<file path="config.mk">
export PLATFORM = sky130hd
export DESIGN_NAME = tri_leg_gate_ctrl
export DESIGN_NICKNAME = d
export VERILOG_FILES = /design/src/rtl/gdrv_pkg.sv /design/src/rtl/cmd_deglitch.sv /design/src/rtl/leg_guard.sv /design/src/rtl/tri_leg_gate_ctrl.sv
export SDC_FILE = /design/constraint.sdc
export NUM_CORES = 1
export LEC_CHECK = 0
export BUFFER_PORTS_ARGS = -buffer_cell sky130_fd_sc_hd__buf_2
export CORE_MARGIN = 5
export CORE_UTILIZATION = 45
export CTS_BUF_LIST = sky130_fd_sc_hd__clkbuf_8
export CTS_CLUSTER_DIAMETER = 80
export DETAILED_ROUTE_END_ITERATION = 8
export GPL_ROUTABILITY_DRIVEN = 1
export PLACE_DENSITY = 0.66
export SYNTH_ARGS = -nofsm -noshare
export SYNTH_HDL_FRONTEND = slang
export SYNTH_HIERARCHICAL = 1
export SYNTH_SLANG_ARGS = --single-unit
</file>
<file path="constraint.sdc">
create_clock -name clk -period 3.4 [get_ports clk]
set_input_delay 0.34 -clock clk [delete_from_list [all_inputs] [get_ports clk]]
set_output_delay 0.34 -clock clk [all_outputs]
set_load 0.01 [all_outputs]
</file>
<file path="src/rtl/gdrv_pkg.sv">
package gdrv_pkg;
  // width of a counter that must hold values up to n-1 (at least one bit)
  function automatic int cnt_w(input int n);
    return (n < 2) ? 1 : $clog2(n);
  endfunction

  typedef struct packed {
    logic hi;
    logic lo;
  } leg_req_t;
endpackage

</file>
<file path="src/rtl/cmd_deglitch.sv">
module cmd_deglitch
  import gdrv_pkg::*;
#(
  parameter int LEN     = 30,
  parameter bit RST_VAL = 1'b1
) (
  input  logic clk,
  input  logic rst,
  input  logic din,
  output logic dout
);
  logic [1:0] sync_q;
  logic       s;

  always_ff @(posedge clk) begin
    if (rst) sync_q <= {2{RST_VAL}};
    else     sync_q <= {sync_q[0], din};
  end
  assign s = sync_q[1];

  generate
    if (LEN == 0) begin : g_pass
      assign dout = s;
    end else begin : g_filt
      localparam int CW = cnt_w(LEN);
      logic [CW-1:0] run_q;
      logic          hold_q;

      always_ff @(posedge clk) begin
        if (rst) begin
          run_q  <= '0;
          hold_q <= RST_VAL;
        end else if (s == hold_q) begin
          run_q <= '0;
        end else if (run_q == CW'(LEN - 1)) begin
          hold_q <= s;
          run_q  <= '0;
        end else begin
          run_q <= run_q + 1'b1;
        end
      end
      assign dout = hold_q;


      filt_hold_chk: assert property (@(posedge clk) disable iff (rst)
        (s == hold_q) |=> $stable(hold_q));
    end
  endgenerate
endmodule

</file>
<file path="src/rtl/leg_guard.sv">
module leg_guard
  import gdrv_pkg::*;
#(
  parameter int DEAD = 31
) (
  input  logic clk,
  input  logic rst,
  input  logic hi_req,
  input  logic lo_req,
  input  logic kill,
  input  logic hs_uv,
  output logic gate_hi,
  output logic gate_lo
);
  localparam int DW = cnt_w(DEAD + 1);

  logic [DW-1:0] dead_q;
  logic          req_hi_d;
  logic          arm_q;
  logic          hi_rise, arm_nx, hi_ok, lo_ok, dead_idle;
  logic          hi_nx, lo_nx, any_off;

  always_comb begin
    hi_rise   = hi_req & ~req_hi_d;
    arm_nx    = hs_uv ? 1'b0 : (arm_q | hi_rise);
    hi_ok     = hi_req & ~lo_req & arm_nx & ~kill & ~hs_uv;
    lo_ok     = lo_req & ~hi_req & ~kill;
    dead_idle = (dead_q == '0);
    hi_nx     = hi_ok & (gate_hi | (dead_idle & ~gate_lo));
    lo_nx     = lo_ok & (gate_lo | (dead_idle & ~gate_hi));
    any_off   = (gate_hi & ~hi_nx) | (gate_lo & ~lo_nx);
  end

  always_ff @(posedge clk) begin
    if (rst) begin
      dead_q   <= '0;
      req_hi_d <= 1'b0;
      arm_q    <= 1'b0;
      gate_hi  <= 1'b0;
      gate_lo  <= 1'b0;
    end else begin
      req_hi_d <= hi_req;
      arm_q    <= arm_nx;
      gate_hi  <= hi_nx;
      gate_lo  <= lo_nx;
      if (any_off)         dead_q <= DW'(DEAD);
      else if (!dead_idle) dead_q <= dead_q - 1'b1;
    end
  end


  no_overlap_chk: assert property (@(posedge clk) disable iff (rst)
    !(gate_hi && gate_lo));


  rise_lo_idle_chk: assert property (@(posedge clk) disable iff (rst)
    $rose(gate_lo) |-> $past(!gate_hi));


  rise_hi_idle_chk: assert property (@(posedge clk) disable iff (rst)
    $rose(gate_hi) |-> $past(!gate_lo));

  generate
    if (DEAD > 0) begin : g_gap

      fall_gap_chk: assert property (@(posedge clk) disable iff (rst)
        ($fell(gate_hi) || $fell(gate_lo)) |=> (!gate_hi && !gate_lo));
    end
  endgenerate


  hs_uv_off_chk: assert property (@(posedge clk) disable iff (rst)
    hs_uv |=> !gate_hi);
endmodule

</file>
<file path="src/rtl/tri_leg_gate_ctrl.sv">
module tri_leg_gate_ctrl
  import gdrv_pkg::*;
#(
  parameter int LEGS        = 3,
  parameter int FILT_CYC    = 30,
  parameter int EN_FILT_CYC = 60,
  parameter int DEAD_CYC    = 31
) (
  input  logic            clk,
  input  logic            rst,
  input  logic [LEGS-1:0] hs_cmd_n,
  input  logic [LEGS-1:0] ls_cmd_n,
  input  logic            drv_en,
  input  logic            ls_uv,
  input  logic [LEGS-1:0] hs_uv,
  output logic [LEGS-1:0] gate_hi,
  output logic [LEGS-1:0] gate_lo
);
  logic en_f;
  logic ls_uv_s;
  logic kill;

  cmd_deglitch #(.LEN(EN_FILT_CYC), .RST_VAL(1'b0)) u_en_filt (
    .clk(clk), .rst(rst), .din(drv_en), .dout(en_f));

  cmd_deglitch #(.LEN(0), .RST_VAL(1'b0)) u_lsuv_sync (
    .clk(clk), .rst(rst), .din(ls_uv), .dout(ls_uv_s));

  assign kill = ~en_f | ls_uv_s;

  generate
    for (genvar g = 0; g < LEGS; g++) begin : g_leg
      logic     hi_n_f, lo_n_f, hs_uv_s;
      leg_req_t req;

      cmd_deglitch #(.LEN(FILT_CYC), .RST_VAL(1'b1)) u_hi_filt (
        .clk(clk), .rst(rst), .din(hs_cmd_n[g]), .dout(hi_n_f));
      cmd_deglitch #(.LEN(FILT_CYC), .RST_VAL(1'b1)) u_lo_filt (
        .clk(clk), .rst(rst), .din(ls_cmd_n[g]), .dout(lo_n_f));
      cmd_deglitch #(.LEN(0), .RST_VAL(1'b0)) u_hsuv_sync (
        .clk(clk), .rst(rst), .din(hs_uv[g]), .dout(hs_uv_s));

      assign req.hi = ~hi_n_f;
      assign req.lo = ~lo_n_f;

      leg_guard #(.DEAD(DEAD_CYC)) u_guard (
        .clk(clk), .rst(rst), .hi_req(req.hi), .lo_req(req.lo),
        .kill(kill), .hs_uv(hs_uv_s),
        .gate_hi(gate_hi[g]), .gate_lo(gate_lo[g]));
    end
  endgenerate


  en_off_chk: assert property (@(posedge clk) disable iff (rst)
    !en_f |=> (gate_hi == '0 && gate_lo == '0));


  ls_uv_off_chk: assert property (@(posedge clk) disable iff (rst)
    ls_uv_s |=> (gate_hi == '0 && gate_lo == '0));
endmodule

</file>
; Word-level counts from Yosys, hierarchy flattened
; Cells that the tools add are included.
[word_totals]
wordCells = 178
output_inout_bits = 6
inputBits = 13
register_bits = 92
[classes]
bitwise_logic = 85
reduce_logical = 17
eq_ne = 17
n_addsub = 10
n_mux = 9
[ops]
columns = op, n
row1 = 1-bit AND, 39
row2 = 1-bit inverter, 33
row3 = 5-bit by 1-bit adder with 5-bit output (second input constant), 6
row4 = 5-bit equality test (second input constant), 6
row5 = 5-bit 2-to-1 mux, 6
row6 = 3-bit OR reduction, 7
row7 = 5-bit logical NOT, 3
row8 = 5-bit by 1-bit subtractor with 5-bit output (second input constant), 3
row9 = 2-bit AND reduction, 7
row10 = 1-bit bitwise OR, 13
row11 = 1-bit equality test, 7
row12 = 6-bit by 1-bit adder with 6-bit output (second input constant), 1
row13 = 6-bit equality test (second input constant), 1
row14 = 2-bit inequality test (second input constant), 3
row15 = 1-bit 2-to-1 mux, 3

; Logic depth before layout (Yosys ltp)
; Gate-level depths: netlist (run 1).
[logic_depth]
depth_word = 12
ltp_mapped = 5
depth_no_buf = 5

; By module
; Netlist (run 1), hierarchy kept.
[modules_own_cells]
columns = module, cells_each, area_each_um2, n_inst, seq_area_each_um2
row1 = cmd_deglitch at g_leg[0].u_hi_filt ..., 29, 301.5, 6, 160.2
row2 = leg_guard, 44, 442.9, 3, 180.2
row3 = cmd_deglitch at u_en_filt, 33, 360.3, 1, 180.2
row4 = cmd_deglitch at g_leg[0].u_hsuv_sync ..., 4, 52.6, 4, 40.0
row5 = tri_leg_gate_ctrl, 7, 28.8, 1, 0.0

; Worst setup path after synthesis (run 1)
; OpenSTA, ideal clock, no wires.
[synth_timing]
kind = reg-to-reg
start = reg u_lsuv_sync.sync_q[1]
end = reg g_leg[0].u_guard.dead_q[3]
arrival_ns = 1.267
path_stages_with_launch = 5
slack_ns = 1.996
period_less_slack_ns = 1.404
cell_sequence = dfxtp_1 nand2b_1 or4b_4 o21ai_4 a41oi_2
[synth_between]
elab_chain_cells = 9
word_cells_on_any_way = 14
classes_between = eq/ne: 1 / mux: 1 / bitwise: 12
[synth_rtl]
columns = item, line
row1 = from (decl), cmd_deglitch.sv:12  ; logic [1:0] sync_q;
row2 = from (signal assigned), cmd_deglitch.sv:16  ; if (rst) sync_q <= {2{RST_VAL}};
row3 = from (signal assigned), cmd_deglitch.sv:17  ; else sync_q <= {sync_q[0], din};
row4 = 1-bit bitwise OR (*), tri_leg_gate_ctrl.sv:29  ; assign kill = ~en_f | ls_uv_s;
row5 = via kill, tri_leg_gate_ctrl.sv:21  ; logic kill;
row6 = 1-bit inverter (*), "leg_guard.sv:26, leg_guard.sv:27"
row7 = 1-bit AND (2 in series), leg_guard.sv:26  ; hi_ok = hi_req & ~lo_req & arm_nx & ~kill & ~hs_uv;
row8 = 1-bit AND, leg_guard.sv:29  ; hi_nx = hi_ok & (gate_hi | (dead_idle & ~gate_lo));
row9 = 1-bit inverter, leg_guard.sv:31  ; any_off = (gate_hi & ~hi_nx) | (gate_lo & ~lo_nx);
row10 = 1-bit AND, leg_guard.sv:31
row11 = 1-bit bitwise OR (*), leg_guard.sv:31
row12 = 2-bit inequality test (no source line) / 5-bit 2-to-1 mux (equally long branches), n/a
row13 = to (signal assigned), leg_guard.sv:46  ; if (any_off) dead_q <= DW'(DEAD);
row14 = to (signal assigned), leg_guard.sv:47  ; else if (!dead_idle) dead_q <= dead_q - 1'b1;
row15 = to (decl), leg_guard.sv:17  ; logic [DW-1:0] dead_q;
; Mark *: on every way through the listed nets, which the timed path passes. The rest lies on a longest branch.
; A chain may end at the register's enable or synchronous reset.

; Final worst setup path (run 1)
[layout_timing]
start = reg g_leg[2].u_guard.dead_q[0]
end = reg g_leg[2].u_guard.dead_q[1]
[layout_between]
elab_chain_cells = 8
word_cells_on_any_way = 16
classes_between = add/sub: 1 / eq/ne: 1 / mux: 2 / bitwise: 11 / reduce/logical: 1
[layout_rtl]
columns = item, line
row1 = from (decl), leg_guard.sv:17
row2 = from (signal assigned), leg_guard.sv:46
row3 = from (signal assigned), leg_guard.sv:47
row4 = 5-bit logical NOT, leg_guard.sv:28  ; dead_idle = (dead_q == '0);
row5 = "1-bit AND, on equally long branches", "leg_guard.sv:29, leg_guard.sv:30"
row6 = "1-bit bitwise OR, on equally long branches", "leg_guard.sv:29, leg_guard.sv:30"
row7 = "1-bit AND, on equally long branches", "leg_guard.sv:29, leg_guard.sv:30"
row8 = 1-bit inverter, leg_guard.sv:31
row9 = 1-bit AND, leg_guard.sv:31
row10 = 1-bit bitwise OR, leg_guard.sv:31
row11 = 2-bit inequality test (no source line) / 5-bit 2-to-1 mux (equally long branches), n/a
; Parallel ways exist; a longest one is shown, timed or not. The select of a mux whose other input is x is not followed.

==> flow_metrics.tcl, run 1 <==
set metrics [dict create \
    status "completed" \
    vdd_drop_max_mv 0.214 \
    hpwlAfterDp_mm 3.99 \
    htree_levels 3 \
    ctsResizeCount 0 \
    clock_path_buffers 2 \
    grt_max_degree 56 \
    core_area_um2 8130 \
    reg2reg_to "g_leg[2].u_guard/dead_q[1]$_SDFFE_PP0P_" \
    slew_viol_final 0 \
    cp-start-kind "flip-flop" \
    arrival_ps 1860 \
    hold_buffers 0 \
    layout-drive-gt1-share 0.201 \
    synth_cell_type_count 35 \
    syn_nets 391 \
    r2r-start "g_leg[2].u_guard/dead_q[0]$_SDFFE_PP0P_" \
    synth_ff_type "dfxtp_1" \
    hold_viol_final 0 \
    finish.utilization 0.507 \
    async_reset_ff_frac 0 \
    leakage_uw 0.00164 \
    boundaryPins 19 \
    crit_type "reg -> reg" \
    rsz0062_at_grt "false" \
    cts_tree "yes" \
    setup_viol 0 \
    cts.sinks 92 \
    r2r_slack_ps 1790 \
    fmax_mhz 623 \
    hold_end "g_leg[1].u_hi_filt/sync_q[0]$_SDFF_PP1_" \
    crit_chain "inv_1 -> ha_1 -> nor4b_4 -> mux2_1 -> a31oi_1" \
    critical_path.top_delay_family "multiplexers" \
    initial_core_util 0.459 \
    critPathBufInv 1 \
    endpoint_kind "flip-flop" \
    numCtsBuffers 9 \
    final_cell_area_um2 4120 \
    final_nets 418 \
    grt_util_all_layers 0.117 \
    dieWidth_um 101 \
    clk_pin_slew_ps 80 \
    tightest_slew_ps 906 \
    synth_commonest_cells "dfxtp_1 (92), inv_1 (40), nor2_1 (36), xor2_1 (20)" \
    die_height_um 101 \
    timing.final.crit_period_ps 1610 \
    viasPerCell 4.83 \
    cp_max_fo 4 \
    place_congestion 0.764 \
    dp_slack_ps 1810 \
    synth_edf_count 0 \
    cts_setup_buffers 0 \
    r2r_cells 5 \
    slew_headroom 0.396 \
    power.density_nw_per_um2 552 \
    rows 33 \
    area_growth_pct 10.3 \
    grt_overflow 0 \
    place_area_um2 3960 \
    fin_ws_ps 1790 \
    clk_latency_ps 340 \
    yosysWarnings 6 \
    n_antenna_cell 0 \
    wl_per_cell_um 11.0 \
    yosys-top-cells-area "dfxtp_1 (49%), ha_1 (5.4%), xor2_1 (4.7%)" \
    regArea_um2 1840 \
    root_buffer "clkbuf_8" \
    first_pass_iters 4 \
    synth_top_area_frac 0.493 \
    ys_ff_latch 92 \
    yosys.area.top_type "dfxtp_1" \
    clock_skew_ps 10.5 \
    cp.required_ps 3660 \
    synth_most_common_cell "dfxtp_1" \
    final.setup.tns_ps 0 \
    cap_violations 0 \
    min-delay-path-class "in -> reg" \
    drtIter0Drc 67 \
    die_area_um2 10200 \
    multiInputGateArea_um2 1730 \
    post-route-period-util 0.472 \
    grt_pass1_vias 2297 \
    synthCells 362 \
    ant_nets 0 \
    finalWirelength_mm 5.50 \
    grt_antenna_before_repair 0 \
    cp_num_cells 5 \
    synth_seq_area_share 0.493 \
    vias 2408 \
    portBuffers 18 \
    worstHoldStart "hs_cmd_n[1]" \
    cpPeakStageDelay_ps 370 \
    grt_pass1_wl_mm 9.65 \
    synth_area_um2 3740 \
    route.detailed.drc 0 \
    worstHoldPathCells 2 \
    critPathSlowestCell "mux2_1" \
    fillCellCount 759 \
    postSynthAreaPerCell_um2 10.3 \
]
worst max-delay path by stage:
stage / from / end
after floorplan: u_lsuv_sync/sync_q[1]$_SDFF_PP0_ / g_leg[0].u_guard/dead_q[3]$_SDFFE_PP0P_
after global placement: rst / g_leg[1].u_lo_filt/g_filt.run_q[2]$_SDFF_PP0_
after detailed placement: g_leg[2].u_guard/dead_q[0]$_SDFFE_PP0P_ / g_leg[2].u_guard/dead_q[1]$_SDFFE_PP0P_
after CTS: g_leg[2].u_guard/dead_q[0]$_SDFFE_PP0P_ / g_leg[2].u_guard/dead_q[1]$_SDFFE_PP0P_
after global routing: g_leg[2].u_guard/dead_q[0]$_SDFFE_PP0P_ / g_leg[2].u_guard/dead_q[1]$_SDFFE_PP0P_
final: g_leg[2].u_guard/dead_q[0]$_SDFFE_PP0P_ / g_leg[2].u_guard/dead_q[1]$_SDFFE_PP0P_
sequential cells by signal, summed over array words and instances, names as in the netlist, 6 cells and up:
| register | cells |
|---|---|
| g_leg.u_hi_filt/g_filt.run_q | 15 |
| g_leg.u_hsuv_sync/sync_q | 6 |
| g_leg.u_lo_filt/g_filt.run_q | 15 |
| g_leg.u_guard/dead_q | 15 |
| g_leg.u_hi_filt/sync_q | 6 |
| u_en_filt/g_filt.run_q | 6 |
| g_leg.u_lo_filt/sync_q | 6 |
cell families (layout without fill, tap and decap cells):
logic type      after synthesis  in the layout  share of synthesized area
buf+inv                      43             75                     0.0432
compound gates               47             47                      0.101
flops                        92             92                      0.493
xor+xnor                     31             31                     0.0726
mux                           6              6                     0.0181
fa+ha+maj                    16             16                     0.0536
simple gates                127            127                      0.219
stage by stage:
step | hold WS [ps] | std cells | power, uW
2_1_floorplan | 389 | 362 | 1600
3_3_place_gp | 391 | 483 | 1660
3_5_place_dp | 393 | 483 | 1680
4_1_cts | 151 | 499 | 2320
5_1_grt | 160 | 499 | 2420
6_report | 174 | 499 | 2280
power by group:
| part | total [uW] | internal [uW] | switching [uW] |
|---|---|---|---|
| clock | 620 | 261 | 359 |
| sequential | 1200 | 1140 | 58.1 |
| combinational | 455 | 244 | 211 |
| total | 2280 | 1650 | 628 |
final cells by class:
cell class                 count  share of cell area
clock buffer                   9              0.0300
clock inverter                 7              0.0109
inverter                      40              0.0364
multi-input combinational    227               0.421
sequential                    92               0.447
tap                          105              0.0319
timing repair buffer          19              0.0237
routing by layer:
metal | part of all wire | vias to the layer above | routed length, um | track usage
li1 | - | 1274 | - | -
met1 | 0.49 | 1107 | 2710 | 0.146
met2 | 0.47 | 20 | 2560 | 0.191
met3 | 0.029 | 7 | 162 | 0.0269
met4 | 0.012 | 0 | 67 | 0.0583
met5 | 0 | - | 0 | 0
layout by cell type, fill, tap and decap left out, types with 2 or more instances in the layout:
master	n
mux2_2	3
o21ai_0	4
mux2_1	3
nand2b_1	4
nor2b_1	16
a211o_1	6
a41oi_2	3
nand3b_1	6
or3b_1	3
nand2_1	4
xnor2_1	11
buf_2	18
dfxtp_1	92
or4b_4	3
nand4_2	6
clkinvlp_4	3
ha_1	16
o31ai_1	3
nor4b_4	3
clkinv_2	2
nor2_1	36
clkbuf_8	9
o21ai_4	3
o211ai_1	3
nand3_1	15
inv_1	41
or2_2	12
a31oi_1	12
a21oi_1	10
nor3_1	9
nor4_2	3
xor2_1	20
nor2_2	5
(Power assumes the default switching activity.)
==> run 2, diff against run 1 <==
- clock period: 3.4 -> 1.5 ns (I/O delays scaled with it)
==> run 2 against run 1 <==
Net effect: flip-flop and latch count stayed put; via count is 3.2% higher; power grew to 2.5 times the previous value; register-to-register slack worse by 1800 ps; largest power group unchanged; critical path depth is 1 lower; worst hold slack worse by 150 ps; routed wire length is 4.7% higher; largest cell class unchanged; final cell count is 2.4% higher; highest routed layer unchanged.
==> flow_metrics.tcl, run 2 (synthesis gave the netlist of run 1 again) <==
set metrics [dict create \
    dieWidth_um 101 \
    final.setup.tns_ps 0 \
    critical_path.top_delay_family "simple AND/OR/NAND/NOR gates" \
    vdd_drop_max_mv 0.557 \
    core_area_um2 8130 \
    cp_max_fo 6 \
    top_regs "g_leg.u_guard/dead_q (15), g_leg.u_hi_filt/g_filt.run_q (15), g_leg.u_lo_filt/g_filt.run_q (15)" \
    final_common_cell "dfxtp_1" \
    root_buffer "clkbuf_8" \
    clock_path_buffers 2 \
    cts.sinks 92 \
    post-route-period-util 0.971 \
    slew_headroom 0.607 \
    die_height_um 101 \
    grt_max_degree 37 \
    numCtsBuffers 9 \
    power_switching_uw 1490 \
    fin_ws_ps 43.6 \
    slew_viol_final 0 \
    grt_pass1_wl_mm 10.5 \
    worstHoldStart "hs_uv[0]" \
    first_pass_iters 4 \
    fmax_mhz 687 \
    n_antenna_cell 0 \
    grt_util_all_layers 0.126 \
    reg2reg_to "g_leg[1].u_guard/dead_q[3]$_SDFFE_PP0P_" \
    sw_frac_of_total 0.258 \
    die_area_um2 10200 \
    finish.utilization 0.532 \
    final_cell_area_um2 4330 \
    clk_pin_slew_ps 90 \
    intPower_uw 4290 \
    timing.final.crit_period_ps 1460 \
    initial_core_util 0.459 \
    layout-drive-gt1-share 0.236 \
    combinationalPowerShare 0.218 \
    htree_levels 3 \
    r2r_slack_ps 40 \
    seqPwrFrac 0.472 \
    boundaryPins 19 \
    cts_tree "yes" \
    wl_per_cell_um 11.3 \
    ant_nets 0 \
    cap_violations 0 \
    endpoint_kind "flip-flop" \
    place_congestion 0.775 \
    layout_common_cells "dfxtp_1 (90), inv_1 (36), nor2_1 (36)" \
    viasPerCell 4.86 \
    area_growth_pct 15.8 \
    power.density_nw_per_um2 1340 \
    critPathBufInv 0 \
    status "completed" \
    cpPeakStageDelay_ps 520 \
    r2r-start "u_lsuv_sync/sync_q[1]$_SDFF_PP0_" \
    rsz0062_at_grt "true" \
    setup_viol 0 \
    hold_end "g_leg[0].u_hsuv_sync/sync_q[0]$_SDFF_PP0_" \
    vias 2484 \
    route.detailed.drc 0 \
    portBuffers 18 \
    place_area_um2 3990 \
    hold_viol_final 0 \
    hpwlAfterDp_mm 4.03 \
    p_clk_frac 0.310 \
    cp_num_cells 4 \
    min-delay-path-class "in -> reg" \
    worstHoldPathCells 2 \
    clk_latency_ps 340 \
    grt_antenna_before_repair 0 \
    final_nets 430 \
    cp.required_ps 1720 \
    rows 33 \
    finalWirelength_mm 5.75 \
    crit_type "reg -> reg" \
    dp_slack_ps -22.1 \
    tightest_slew_ps 590 \
    cts_setup_buffers 0 \
    drtIter0Drc 39 \
    crit_chain "nand2b_4 -> or4b_4 -> o21ai_4 -> a41oi_2" \
    grt_overflow 0 \
    arrival_ps 1670 \
    r2r_cells 4 \
    clock_skew_ps 8.33 \
    critPathSlowestCell "or4b_4" \
    grt_pass1_vias 2473 \
    leakage_uw 0.00172 \
    cp-start-kind "flip-flop" \
]
run 2: cell count changes in the layout (fill, tap and decap cells not counted), moves of 3 or more:
cell and change:
inv_2 +4, dlygate4sd3_1 +7, inv_1 -5, buf_4 +5, ha_1 -3
run 2: repair_timing:
item                       CTS  global route
setup endpoints to repair   11            15
gates resized for setup      1            13
hold buffers                 7             0
pin swaps                    2             4
hold endpoints to repair     7             0
run 2: layout make-up:
type | instances | area [um^2]
Sequential cell | 92 | 1840
Multi-Input combinational cell | 227 | 1770
Clock inverter | 6 | 87.6
Timing Repair Buffer | 31 | 205
Fill cell | 698 | 3800
Inverter | 40 | 150
Clock buffer | 10 | 138
Tap cell | 105 | 131
run 2: worst max path at each step:
stage / startpoint / endpoint
6_report: u_lsuv_sync/sync_q[1]$_SDFF_PP0_ / g_leg[1].u_guard/dead_q[3]$_SDFFE_PP0P_
5_1_grt: u_lsuv_sync/sync_q[1]$_SDFF_PP0_ / g_leg[1].u_guard/dead_q[4]$_SDFFE_PP0P_
4_1_cts: u_lsuv_sync/sync_q[1]$_SDFF_PP0_ / g_leg[1].u_guard/dead_q[0]$_SDFFE_PP0P_
3_5_place_dp: u_lsuv_sync/sync_q[1]$_SDFF_PP0_ / g_leg[1].u_guard/dead_q[0]$_SDFFE_PP0P_
3_3_place_gp: u_lsuv_sync/sync_q[1]$_SDFF_PP0_ / g_leg[0].u_guard/dead_q[3]$_SDFFE_PP0P_
2_1_floorplan: u_lsuv_sync/sync_q[1]$_SDFF_PP0_ / g_leg[0].u_guard/dead_q[3]$_SDFFE_PP0P_
run 2: power groups by stage:
stage | logic (uW) | clock network [uW] | registers [uW]
finish | 1260 | 1790 | 2730
floorplan | 858 | 0 | 2760
CTS | 1160 | 1850 | 2720
global placement | 1100 | 0 | 2770
detailed placement | 1130 | 0 | 2780
global route | 1420 | 1970 | 2750
run 2: per-stage QoR:
| stage | instances | total power [uW] | hold slack, ps |
|---|---|---|---|
| after floorplan | 362 | 3620 | 219 |
| after global placement | 488 | 3870 | 333 |
| after detailed placement | 488 | 3920 | 336 |
| after CTS | 511 | 5740 | 0.673 |
| after global routing | 511 | 6140 | 8.76 |
| final | 511 | 5780 | 21.5 |
run 2: worst reg2reg max path: cells and delay by family (launching register included):
kind	cells	cell delay, ps
AOI/OAI and AO/OA	2	340
and+or+nand+nor	2	680
DFF	1	310
run 2: per-layer routing:
layer | GRT usage | vias up | wire, um
li1 | - | 1294 | -
met1 | 0.157 | 1161 | 2830
met2 | 0.209 | 21 | 2670
met3 | 0.0248 | 8 | 148
met4 | 0.0613 | 0 | 100
met5 | 0 | - | 0
